<file path="src/rtl/rse_pkg.sv">
// Package: shared state type, register layouts and reset constants for the
// reset exit sequencer. Assumes a 7-bit status and mode register view.
package rse_pkg;

    typedef enum logic [1:0] {
        ST_RESET   = 2'd0,
        ST_CAPTURE = 2'd1,
        ST_DELAY   = 2'd2,
        ST_RUN     = 2'd3
    } seq_state_t;

    localparam int SR_W  = 7;
    localparam int OMR_W = 7;

    // status view: [6] loop flag, [5:4] interrupt mask, [3:0] condition codes
    localparam logic [SR_W-1:0] SR_RST_VAL = 7'b011_0000;

    // mode view: [1:0] MB,MA ; [6:2] flags that reset clears
    localparam int OMR_MODE_LSB = 0;
    localparam int OMR_MODE_W   = 2;
    localparam logic [OMR_W-OMR_MODE_W-1:0] OMR_FLAGS_RST = '0;

endpackage

</file>
<file path="src/rtl/rse_sync.sv">
// Module: two-or-more stage synchroniser for the asynchronous reset pin.
// Assumes the pin is glitch free; release reaches the output after STAGES edges.
module rse_sync #(
    parameter int STAGES = 2
) (
    input  logic clk,
    input  logic pin_n,
    output logic sync_n
);

    logic [STAGES-1:0] chain;

    // shift the pin level through the synchroniser chain
    always_ff @(posedge clk) begin
        chain <= {chain[STAGES-2:0], pin_n};
    end

    assign sync_n = chain[STAGES-1];

endmodule

</file>
<file path="src/rtl/rse_fsm.sv">
// Module: exit sequence controller. Walks reset, capture, delay and run, and
// times the first-execute point. Assumes rst_n is already synchronised.
module rse_fsm
    import rse_pkg::*;
#(
    parameter int DELAY_ICYC     = 16,
    parameter int MC_PER_IC      = 2,
    parameter int FETCH_EXEC_IC  = 2
) (
    input  logic       clk,
    input  logic       rst_n,
    output seq_state_t state,
    output logic       capture,
    output logic       run_en,
    output logic       exec_en
);

    localparam int DELAY_MC = DELAY_ICYC * MC_PER_IC;
    localparam int CW       = $clog2(DELAY_MC + 1);
    localparam int EXEC_MC  = FETCH_EXEC_IC * MC_PER_IC;
    localparam int EW       = $clog2(EXEC_MC + 1);
    localparam logic [CW-1:0] DLY_LAST = CW'(DELAY_MC - 1);
    localparam logic [EW-1:0] EXE_LAST = EW'(EXEC_MC);

    logic [CW-1:0] dly_cnt;
    logic [EW-1:0] exe_cnt;

    // state register with synchronous active-low reset
    always_ff @(posedge clk) begin
        if (!rst_n) begin
            state <= ST_RESET;
        end else begin
            unique case (state)
                ST_RESET:   state <= ST_CAPTURE;
                ST_CAPTURE: state <= ST_DELAY;
                ST_DELAY:   if (dly_cnt == DLY_LAST) state <= ST_RUN;
                default:    state <= ST_RUN;
            endcase
        end
    end

    // synchronisation delay counter, machine cycles
    always_ff @(posedge clk) begin
        if (!rst_n || state != ST_DELAY) dly_cnt <= '0;
        else                             dly_cnt <= dly_cnt + 1'b1;
    end

    // fetch-to-execute counter, saturates at the execute point
    always_ff @(posedge clk) begin
        if (!rst_n || state != ST_RUN) exe_cnt <= '0;
        else if (exe_cnt != EXE_LAST)  exe_cnt <= exe_cnt + 1'b1;
    end

    assign capture = (state == ST_CAPTURE);
    assign run_en  = (state == ST_RUN);
    assign exec_en = run_en && (exe_cnt == EXE_LAST);

    AST_DELAY_FULL: assert property (@(posedge clk) disable iff (!rst_n)
        $rose(run_en) |-> ($past(state) == ST_DELAY && $past(dly_cnt) == DLY_LAST));
    AST_RESET_ENTRY: assert property (@(posedge clk)
        !rst_n |=> state == ST_RESET);
    AST_CAPTURE_ONCE: assert property (@(posedge clk) disable iff (!rst_n)
        capture |=> !capture);

endmodule

</file>
<file path="src/rtl/rse_regs.sv">
// Module: register value generator. Drives status and mode register values
// for the core to load, latching the mode pins once per reset exit.
module rse_regs
    import rse_pkg::*;
(
    input  logic                  clk,
    input  logic                  rst_n,
    input  logic                  load,
    input  logic                  capture,
    input  logic [OMR_MODE_W-1:0] mode_pins,
    output logic [SR_W-1:0]       sr_val,
    output logic [OMR_W-1:0]      omr_val
);

    logic [SR_W-1:0]       sr_q;
    logic [OMR_MODE_W-1:0] mode_q;

    // status register reset image
    always_ff @(posedge clk) begin
        if (!rst_n || load) sr_q <= SR_RST_VAL;
    end

    // mode bits: cleared in reset, loaded from the pins at capture
    always_ff @(posedge clk) begin
        if (!rst_n || load) mode_q <= '0;
        else if (capture)   mode_q <= mode_pins;
    end

    assign sr_val  = sr_q;
    assign omr_val = {OMR_FLAGS_RST, mode_q};

    AST_SR_RESET_IMAGE: assert property (@(posedge clk) disable iff (!rst_n)
        load |=> sr_val == SR_RST_VAL);
    AST_MODE_CLEAR_IN_RESET: assert property (@(posedge clk) disable iff (!rst_n)
        load && $past(load) |-> omr_val[OMR_MODE_W-1:0] == '0);
    AST_MODE_HELD: assert property (@(posedge clk) disable iff (!rst_n)
        !capture && !load && !$past(load) |=> $stable(mode_q));

endmodule

</file>
<file path="src/rtl/rse_vecsel.sv">
// Module: start vector selector. Latches {cause, MB, MA} at capture and looks
// the address up in a packed parameter table of eight entries.
module rse_vecsel #(
    parameter int                AW        = 16,
    parameter logic [8*AW-1:0]   VEC_TABLE = '0
) (
    input  logic          clk,
    input  logic          rst_n,
    input  logic          capture,
    input  logic [1:0]    mode_pins,
    input  logic          cause_wd,
    input  logic          run_en,
    output logic [AW-1:0] start_vec
);

    localparam int N_ENT = 8;
    localparam int IW    = $clog2(N_ENT);

    logic [AW-1:0] table_e [N_ENT];
    logic [IW-1:0] idx_q;

    genvar g;
    generate
        for (g = 0; g < N_ENT; g++) begin : g_unpack
            assign table_e[g] = VEC_TABLE[g*AW +: AW];
        end
    endgenerate

    // latch table index alongside the mode capture
    always_ff @(posedge clk) begin
        if (!rst_n)       idx_q <= '0;
        else if (capture) idx_q <= {cause_wd, mode_pins};
    end

    assign start_vec = run_en ? table_e[idx_q] : '0;

    AST_VEC_IDLE_ZERO: assert property (@(posedge clk) disable iff (!rst_n)
        !run_en |-> start_vec == '0);
    AST_VEC_STABLE: assert property (@(posedge clk) disable iff (!rst_n)
        run_en && $past(run_en) |-> $stable(start_vec));

endmodule

</file>
<file path="src/rtl/rst_exit_seq.sv">
// Module: top of the reset exit sequencer. Synchronises the reset pin, drives
// register reset values, captures mode and cause, waits the delay and
// releases the pipeline with its first fetch address.
module rst_exit_seq
    import rse_pkg::*;
#(
    parameter int              AW          = 16,
    parameter int              DELAY_ICYC  = 16,
    parameter int              SYNC_STAGES = 2,
    parameter logic [8*AW-1:0] VEC_TABLE   = {16'h7002, 16'h5002, 16'h3002, 16'h1002,
                                              16'h6000, 16'h4000, 16'h2000, 16'h0000}
) (
    input  logic          clk,
    input  logic          rst_pin_n,
    input  logic [1:0]    mode_sel,
    input  logic          wdog_reset,
    output logic [6:0]    sr_init,
    output logic [6:0]    omr_init,
    output logic          reg_load,
    output logic [AW-1:0] start_vec,
    output logic          run_en,
    output logic          exec_en
);

    logic       rst_s_n;
    logic       capture;
    seq_state_t state;

    rse_sync #(.STAGES(SYNC_STAGES)) u_sync (
        .clk    (clk),
        .pin_n  (rst_pin_n),
        .sync_n (rst_s_n)
    );

    rse_fsm #(.DELAY_ICYC(DELAY_ICYC), .MC_PER_IC(2), .FETCH_EXEC_IC(2)) u_fsm (
        .clk     (clk),
        .rst_n   (rst_s_n),
        .state   (state),
        .capture (capture),
        .run_en  (run_en),
        .exec_en (exec_en)
    );

    assign reg_load = (state == ST_RESET);

    rse_regs u_regs (
        .clk       (clk),
        .rst_n     (rst_s_n),
        .load      (reg_load),
        .capture   (capture),
        .mode_pins (mode_sel),
        .sr_val    (sr_init),
        .omr_val   (omr_init)
    );

    rse_vecsel #(.AW(AW), .VEC_TABLE(VEC_TABLE)) u_vec (
        .clk       (clk),
        .rst_n     (rst_s_n),
        .capture   (capture),
        .mode_pins (mode_sel),
        .cause_wd  (wdog_reset),
        .run_en    (run_en),
        .start_vec (start_vec)
    );

    AST_EXEC_NEEDS_RUN: assert property (@(posedge clk) disable iff (!rst_s_n)
        exec_en |-> run_en);
    AST_FLAGS_CLEAR: assert property (@(posedge clk) disable iff (!rst_s_n)
        !reg_load |-> omr_init[6:2] == '0);
    AST_NO_RUN_IN_LOAD: assert property (@(posedge clk) disable iff (!rst_s_n)
        reg_load |-> !run_en && !exec_en);

endmodule

</file>
<file path="config.mk">
export PLATFORM = sky130hd
export DESIGN_NAME = rst_exit_seq
export DESIGN_NICKNAME = d
export VERILOG_FILES = /design/src/rtl/rse_pkg.sv /design/src/rtl/rse_sync.sv /design/src/rtl/rse_fsm.sv /design/src/rtl/rse_regs.sv /design/src/rtl/rse_vecsel.sv /design/src/rtl/rst_exit_seq.sv
export SDC_FILE = /design/constraint.sdc
export NUM_CORES = 1
export LEC_CHECK = 0
export BUFFER_PORTS_ARGS = -buffer_cell sky130_fd_sc_hd__clkbuf_2
export CORE_MARGIN = 5
export CORE_UTILIZATION = 41
export DETAILED_ROUTE_END_ITERATION = 10
export MAX_ROUTING_LAYER = met4
export PLACE_DENSITY = 0.73
export SETUP_SLACK_MARGIN = 0.02
export SYNTH_ARGS = -nofsm -noshare
export SYNTH_HDL_FRONTEND = slang
export SYNTH_SLANG_ARGS = --single-unit
</file>
<file path="constraint.sdc">
create_clock -name clk -period 1.3 [get_ports clk]
set_input_delay 0.26 -clock clk [delete_from_list [all_inputs] [get_ports clk]]
set_output_delay 0.26 -clock clk [all_outputs]
set_load 0.02 [all_outputs]
</file>
**Yosys cells after proc, flatten, opt, wreduce, memory -nomap -nowiden**

Memory sizes are Yosys's and may differ from the RTL's.
Cells that the tools add are included.
Widths: inputs -> output; s select.

- Logic and storage cells: 31
- Flip-flop bits (word level): 18
- Output and inout port bits: 33
- Bits in read-only memories: 128
- Bits of input ports: 5
- Memories kept: 1
- Bits in latches: 0
- RAM bits: 0

- Equality and inequality tests: 9
- Bitwise operators: 1
- Shift operators: 0
- Div/mod/pow operators: 0
- $mul: 0
- Reduce and logical (&&, ||, !) cells: 6
- Muxes and demuxes: 5
- Add/sub/neg operators: 2
- Magnitude comparators: 1

Memory list:

| memory | depth | bits a word | read ports | clocked after memory_dff | wr ports | line | text |
|---|---|---|---|---|---|---|---|
| (name not given) | 8 | 16 | 1 | 0 | 0 | rse_vecsel.sv:35 | `assign start_vec = run_en ? table_e[idx_q] : '0;` |

Operators with widths:

| operator | count |
|---|---|
| $mux 16 | 3 |
| $add 6x1->6 const B | 1 |
| $eq 6x5->1 const B | 1 |
| $pmux 2 s3 | 1 |
| $eq 2x2->1 const B | 2 |
| $ge 4x4->1 const B | 1 |
| $ne 2x2->1 const B | 2 |
| $not 3->4 | 1 |
| $add 3x1->3 const B | 1 |
| $eq 3x3->1 const B | 1 |
| $logic_or 1x1->1 | 3 |
| $ne 3x3->1 const B | 1 |
| $eq 2x1->1 const B | 1 |
| $logic_not 2->1 | 1 |
| $mux 2 | 1 |
| $ne 2x1->1 const B | 1 |
| $logic_and 1x1->1 | 1 |
| $logic_not 1->1 | 1 |

**Longest topological paths before layout**

- Depth in word-level cells: 5
- Depth in mapped cells: 5

**By module**

From an unflattened synthesis, not the netlist that was laid out.

- Cell total of the unflattened synthesis: 101
- Area total of the unflattened synthesis: 907.1 µm²

By module, submodules not included:

| module | instances | area each (µm²) | cells each |
|---|---|---|---|
| rse_fsm | 1 | 462.9 | 51 |
| rse_vecsel | 1 | 229.0 | 26 |
| rse_regs | 1 | 171.4 | 21 |
| rse_sync | 1 | 40.0 | 2 |
| rst_exit_seq | 1 | 3.8 | 1 |

**Worst setup path before layout**

OpenSTA, ideal clock, no wires.

- Path kind: flip-flop to output port
- Start: register u_fsm.state[1]
- End: output exec_en
- Arrival: 1,002 ps
- Cell stages (with the launch flop): 4
- Path slack: 38 ps
- Data required time: 1,040 ps
- Path through: dfxtp_1 buf_2 and2_1 and3_1

- Longest elaborated chain between the ends: 2

Ends and longest elaborated chain:

| element | line | text |
|---|---|---|
| start, declared | rse_fsm.sv:12 | `output seq_state_t state,` |
| start signal, assigned | rse_fsm.sv:31 | `state <= ST_RESET;` |
| start signal, assigned | rse_fsm.sv:34 | `ST_RESET: state <= ST_CAPTURE;` |
| start signal, assigned | rse_fsm.sv:35 | `ST_CAPTURE: state <= ST_DELAY;` |
| $eq 2x2->1 | rse_fsm.sv:55 | `assign run_en = (state == ST_RUN);` |
| net run_en | rst_exit_seq.sv:21 | `output logic run_en,` |
| $logic_and 1x1->1 | rse_fsm.sv:56 | `assign exec_en = run_en && (exe_cnt == EXE_LAST);` |
| end, declared | rst_exit_seq.sv:22 | `output logic exec_en` |

The timed path passes the listed nets, and every way through them passes these cells.

**Worst setup path in the final report**

- Start: register u_fsm.exe_cnt[1]
- End: output exec_en

- Longest elaborated chain between the ends: 2

Ends and longest elaborated chain:

| element | line | text |
|---|---|---|
| start, declared | rse_fsm.sv:26 | `logic [EW-1:0] exe_cnt;` |
| start signal, assigned | rse_fsm.sv:51 | `else if (exe_cnt != EXE_LAST) exe_cnt <= exe_cnt + 1'b1;` |
| $eq 3x3->1 | rse_fsm.sv:56 |  |
| $logic_and 1x1->1 | rse_fsm.sv:56 |  |

No other way between the ends.

==> impl_metrics.toml <==
[run_status]
status = "finished, violations left"
failed_checks = "negative setup slack"

[final_layout]
num-nets-final = 138
fillerInstances = 204
final_util_pct = 52.88
layout-drive-gt1-share_pct = 35.66
regArea_um2 = 366.6
n_antenna_cell = 0
multiInputGateArea_um2 = 464.2
area_growth_pct = 25.59

[floorplan]
rows = 17
initial_utilization_pct = 42.11
dieHeight_um = 56.97
dieArea_um2 = 3246
die_w_um = 56.97
pin_count = 38
coreArea_um2 = 2148

[clock_tree]
cts_htree_levels = 1
insertion_delay_ns = 0.29
clock-sinks = 18
cts_buffer_depth = 2
root_buffer = "clkbuf_4"
numCtsBuffers = 3
cts.clk_slew.worst_paths_ns = 0.10
postCtsHoldBufs = 0
cts_tree = "done"

[pwr]
sw_frac_of_total_pct = 27.96
p_leak_uw = 0.0005022
seq_power_share_pct = 50.9
power_density_nw_per_um2 = 1034
power.share.clock_pct = 28.6
vdd_drop_max_v = 0.0005634
p_int_uw = 846.3
p_sw_uw = 328.4
pwr-share-comb_pct = 20.5

[worst_setup_path]
crit_fanout = 2
crit_path_start_kind = "register"
required_ns = 1.04
critPathKind = "register to output pin"
end_kind = "output pin"
critPathArrivalTime_ns = 1.13

[synth]
yosysSeqAreaShare_pct = 39.83
synth_area_per_cell_um2 = 8.615
synthesis.area_um2 = 904.6
netlist-cell-type-count = 24
yosysWarningCount = 0
syn-instance-count = 105
synth_seq_cells = 18

[sta]
fmax_mhz = 721.1
drv_slew = 0
fin_ws_ns = -0.08670
period_minus_slack_ns = 1.387
setup_violations = 4
skew_ns = 0.004095
hold_viol_final = 0
min_period_over_period_pct = 106.7
rsz0062_at_grt = "yes"

[placed_design]
place_congestion = 0.7118
hpwl_mm = 1.116
dpl_worst_slack_ns = 0.08382
port_buffers = 13

[routing]
drt-vias-per-instance = 4.261
routed_wl_mm = 1.702
drt_iter0_drc = 3
routedWlPerCell_um = 10.84
drtPass1Iterations = 4
ant_nets = 0
drc = 0
vias = 669

[global_routing]
grt_antenna_before_repair = 0
grt_pass1_vias = 631
grt_pass1_wl_mm = 2.601
grt_use_total_pct = 10.77
grt_max_degree = 11
grt-ovfl-total = 0

[flow_run]
drv_cap = 0

[hold_path]
hold_class = "input port to register"
-- kinds of logic after synthesis --
kind of cell | synth area share (%)
buf+inv | 22.96
other cells | 0.8302
simple gates | 21.58
compound gates | 6.777
flops | 39.83
xor+xnor | 3.873
fa+ha+maj | 4.150
-- worst max-delay path: stages, from the launching register on --
cell and delay (ns):
dfxtp_2 0.35, inv_2 0.05, ha_4 0.15, and3_4 0.16
buf_8 0.12
-- path summary, 6_finish.rpt --
path                                   endpoint  slack (ns)  cells past startpoint             start
worst min-delay path            u_sync.chain[0]        0.06                      1         rst_pin_n
worst min register to register  u_sync.chain[1]        0.34                      0   u_sync.chain[0]
worst max-delay path                    exec_en       -0.09                      4  u_fsm.exe_cnt[1]
worst max register to register   u_fsm.state[0]        0.08                      4  u_fsm.dly_cnt[0]
-- power by group through the flow --
stage / clock (uW) / sequential (uW) / combinational, uW
after floorplan: 0 / 605 / 185
after global placement: 0 / 606 / 167
after detailed placement: 0 / 608 / 169
after CTS: 354 / 596 / 224
after global routing: 383 / 602 / 261
final: 336 / 598 / 240
-- layout by cell type (no fill, tap or decap), types with 3 or more instances in the layout --
| cell type | netlist | routed |
|---|---|---|
| dfxtp_2 | 0 | 5 |
| buf_6 | 0 | 5 |
| and3_4 | 0 | 4 |
| clkbuf_2 | 0 | 7 |
| dfxtp_1 | 18 | 13 |
| conb_1 | 2 | 24 |
| nor2_1 | 8 | 7 |
| clkbuf_4 | 0 | 3 |
| buf_8 | 0 | 5 |
| a21boi_0 | 5 | 5 |
| nand2_1 | 15 | 15 |
| nand3_1 | 3 | 3 |
| buf_4 | 26 | 8 |
-- cells in the mapped netlist (all sizes together) --
| cell type | n | area share, % |
|---|---|---|
| a21boi | 5 | 4.1 |
| nand3 | 4 | 2.8 |
| a21oi | 3 | 2.1 |
| and3 | 5 | 3.5 |
| conb | 2 | 0.83 |
| xor2 | 2 | 1.9 |
| o21ai | 1 | 0.55 |
| and2 | 1 | 0.69 |
| xnor2 | 2 | 1.9 |
| nand2b | 1 | 0.69 |
| dfxtp | 18 | 40 |
| nor2b | 2 | 1.4 |
| or3b | 1 | 0.97 |
| buf | 27 | 22 |
| nand2 | 15 | 6.2 |
| nor2 | 8 | 3.3 |
| nor3 | 1 | 0.55 |
| and2b | 1 | 0.83 |
| ha | 3 | 4.1 |
| or3 | 1 | 0.69 |
| inv | 2 | 0.83 |
-- flip-flops by register name, indices dropped and copies added, names as in the netlist --
| register | count |
|---|---|
| u_vec.idx_q | 3 |
| u_fsm.state | 2 |
| u_sync.chain | 2 |
| u_fsm.dly_cnt | 6 |
| u_fsm.exe_cnt | 3 |
| u_regs.mode_q | 2 |
-- metal layers --
metal	share of wire, %	routed length [um]	global-route usage [%]	vias to the layer above
met5	0	0	-	-
met4	3.3	57	7.616	0
met1	38	652	10.51	308
met2	51	875	18.43	23
met3	6.9	117	2.715	6
li1	-	-	-	332
-- final cells by class --
type | count | share of cell area (%)
Multi-Input combinational cell | 80 | 40.86
Tap cell | 28 | 3.084
Sequential cell | 18 | 32.27
Timing Repair Buffer | 25 | 19.93
Inverter | 2 | 0.6608
Clock buffer | 4 | 3.194
-- per-stage QoR --
stage,cells,total power (uW),hold slack [ns],TNS [ns],cell area [um2]
5_1_grt,157,1246,0.05152,-0.4277,1136
3_5_place_dp,144,776.6,0.3160,0,909.6
3_3_place_gp,144,772.6,0.3098,0,909.6
4_1_cts,155,1174,0.04946,-0.2756,1092
2_1_floorplan,127,789.3,0.2877,0,987.2
6_report,157,1175,0.06087,-0.1919,1136
-- timing repair --
| action | 4_1_cts | 5_1_grt |
|---|---|---|
| endpoints found under the setup margin | 6 | 7 |
| pin swaps | 4 | 2 |
| resized for setup | 25 | 14 |
| hold endpoints to repair | 0 | 0 |
| setup buffers | 7 | 2 |
(Power assumes the default switching activity.)
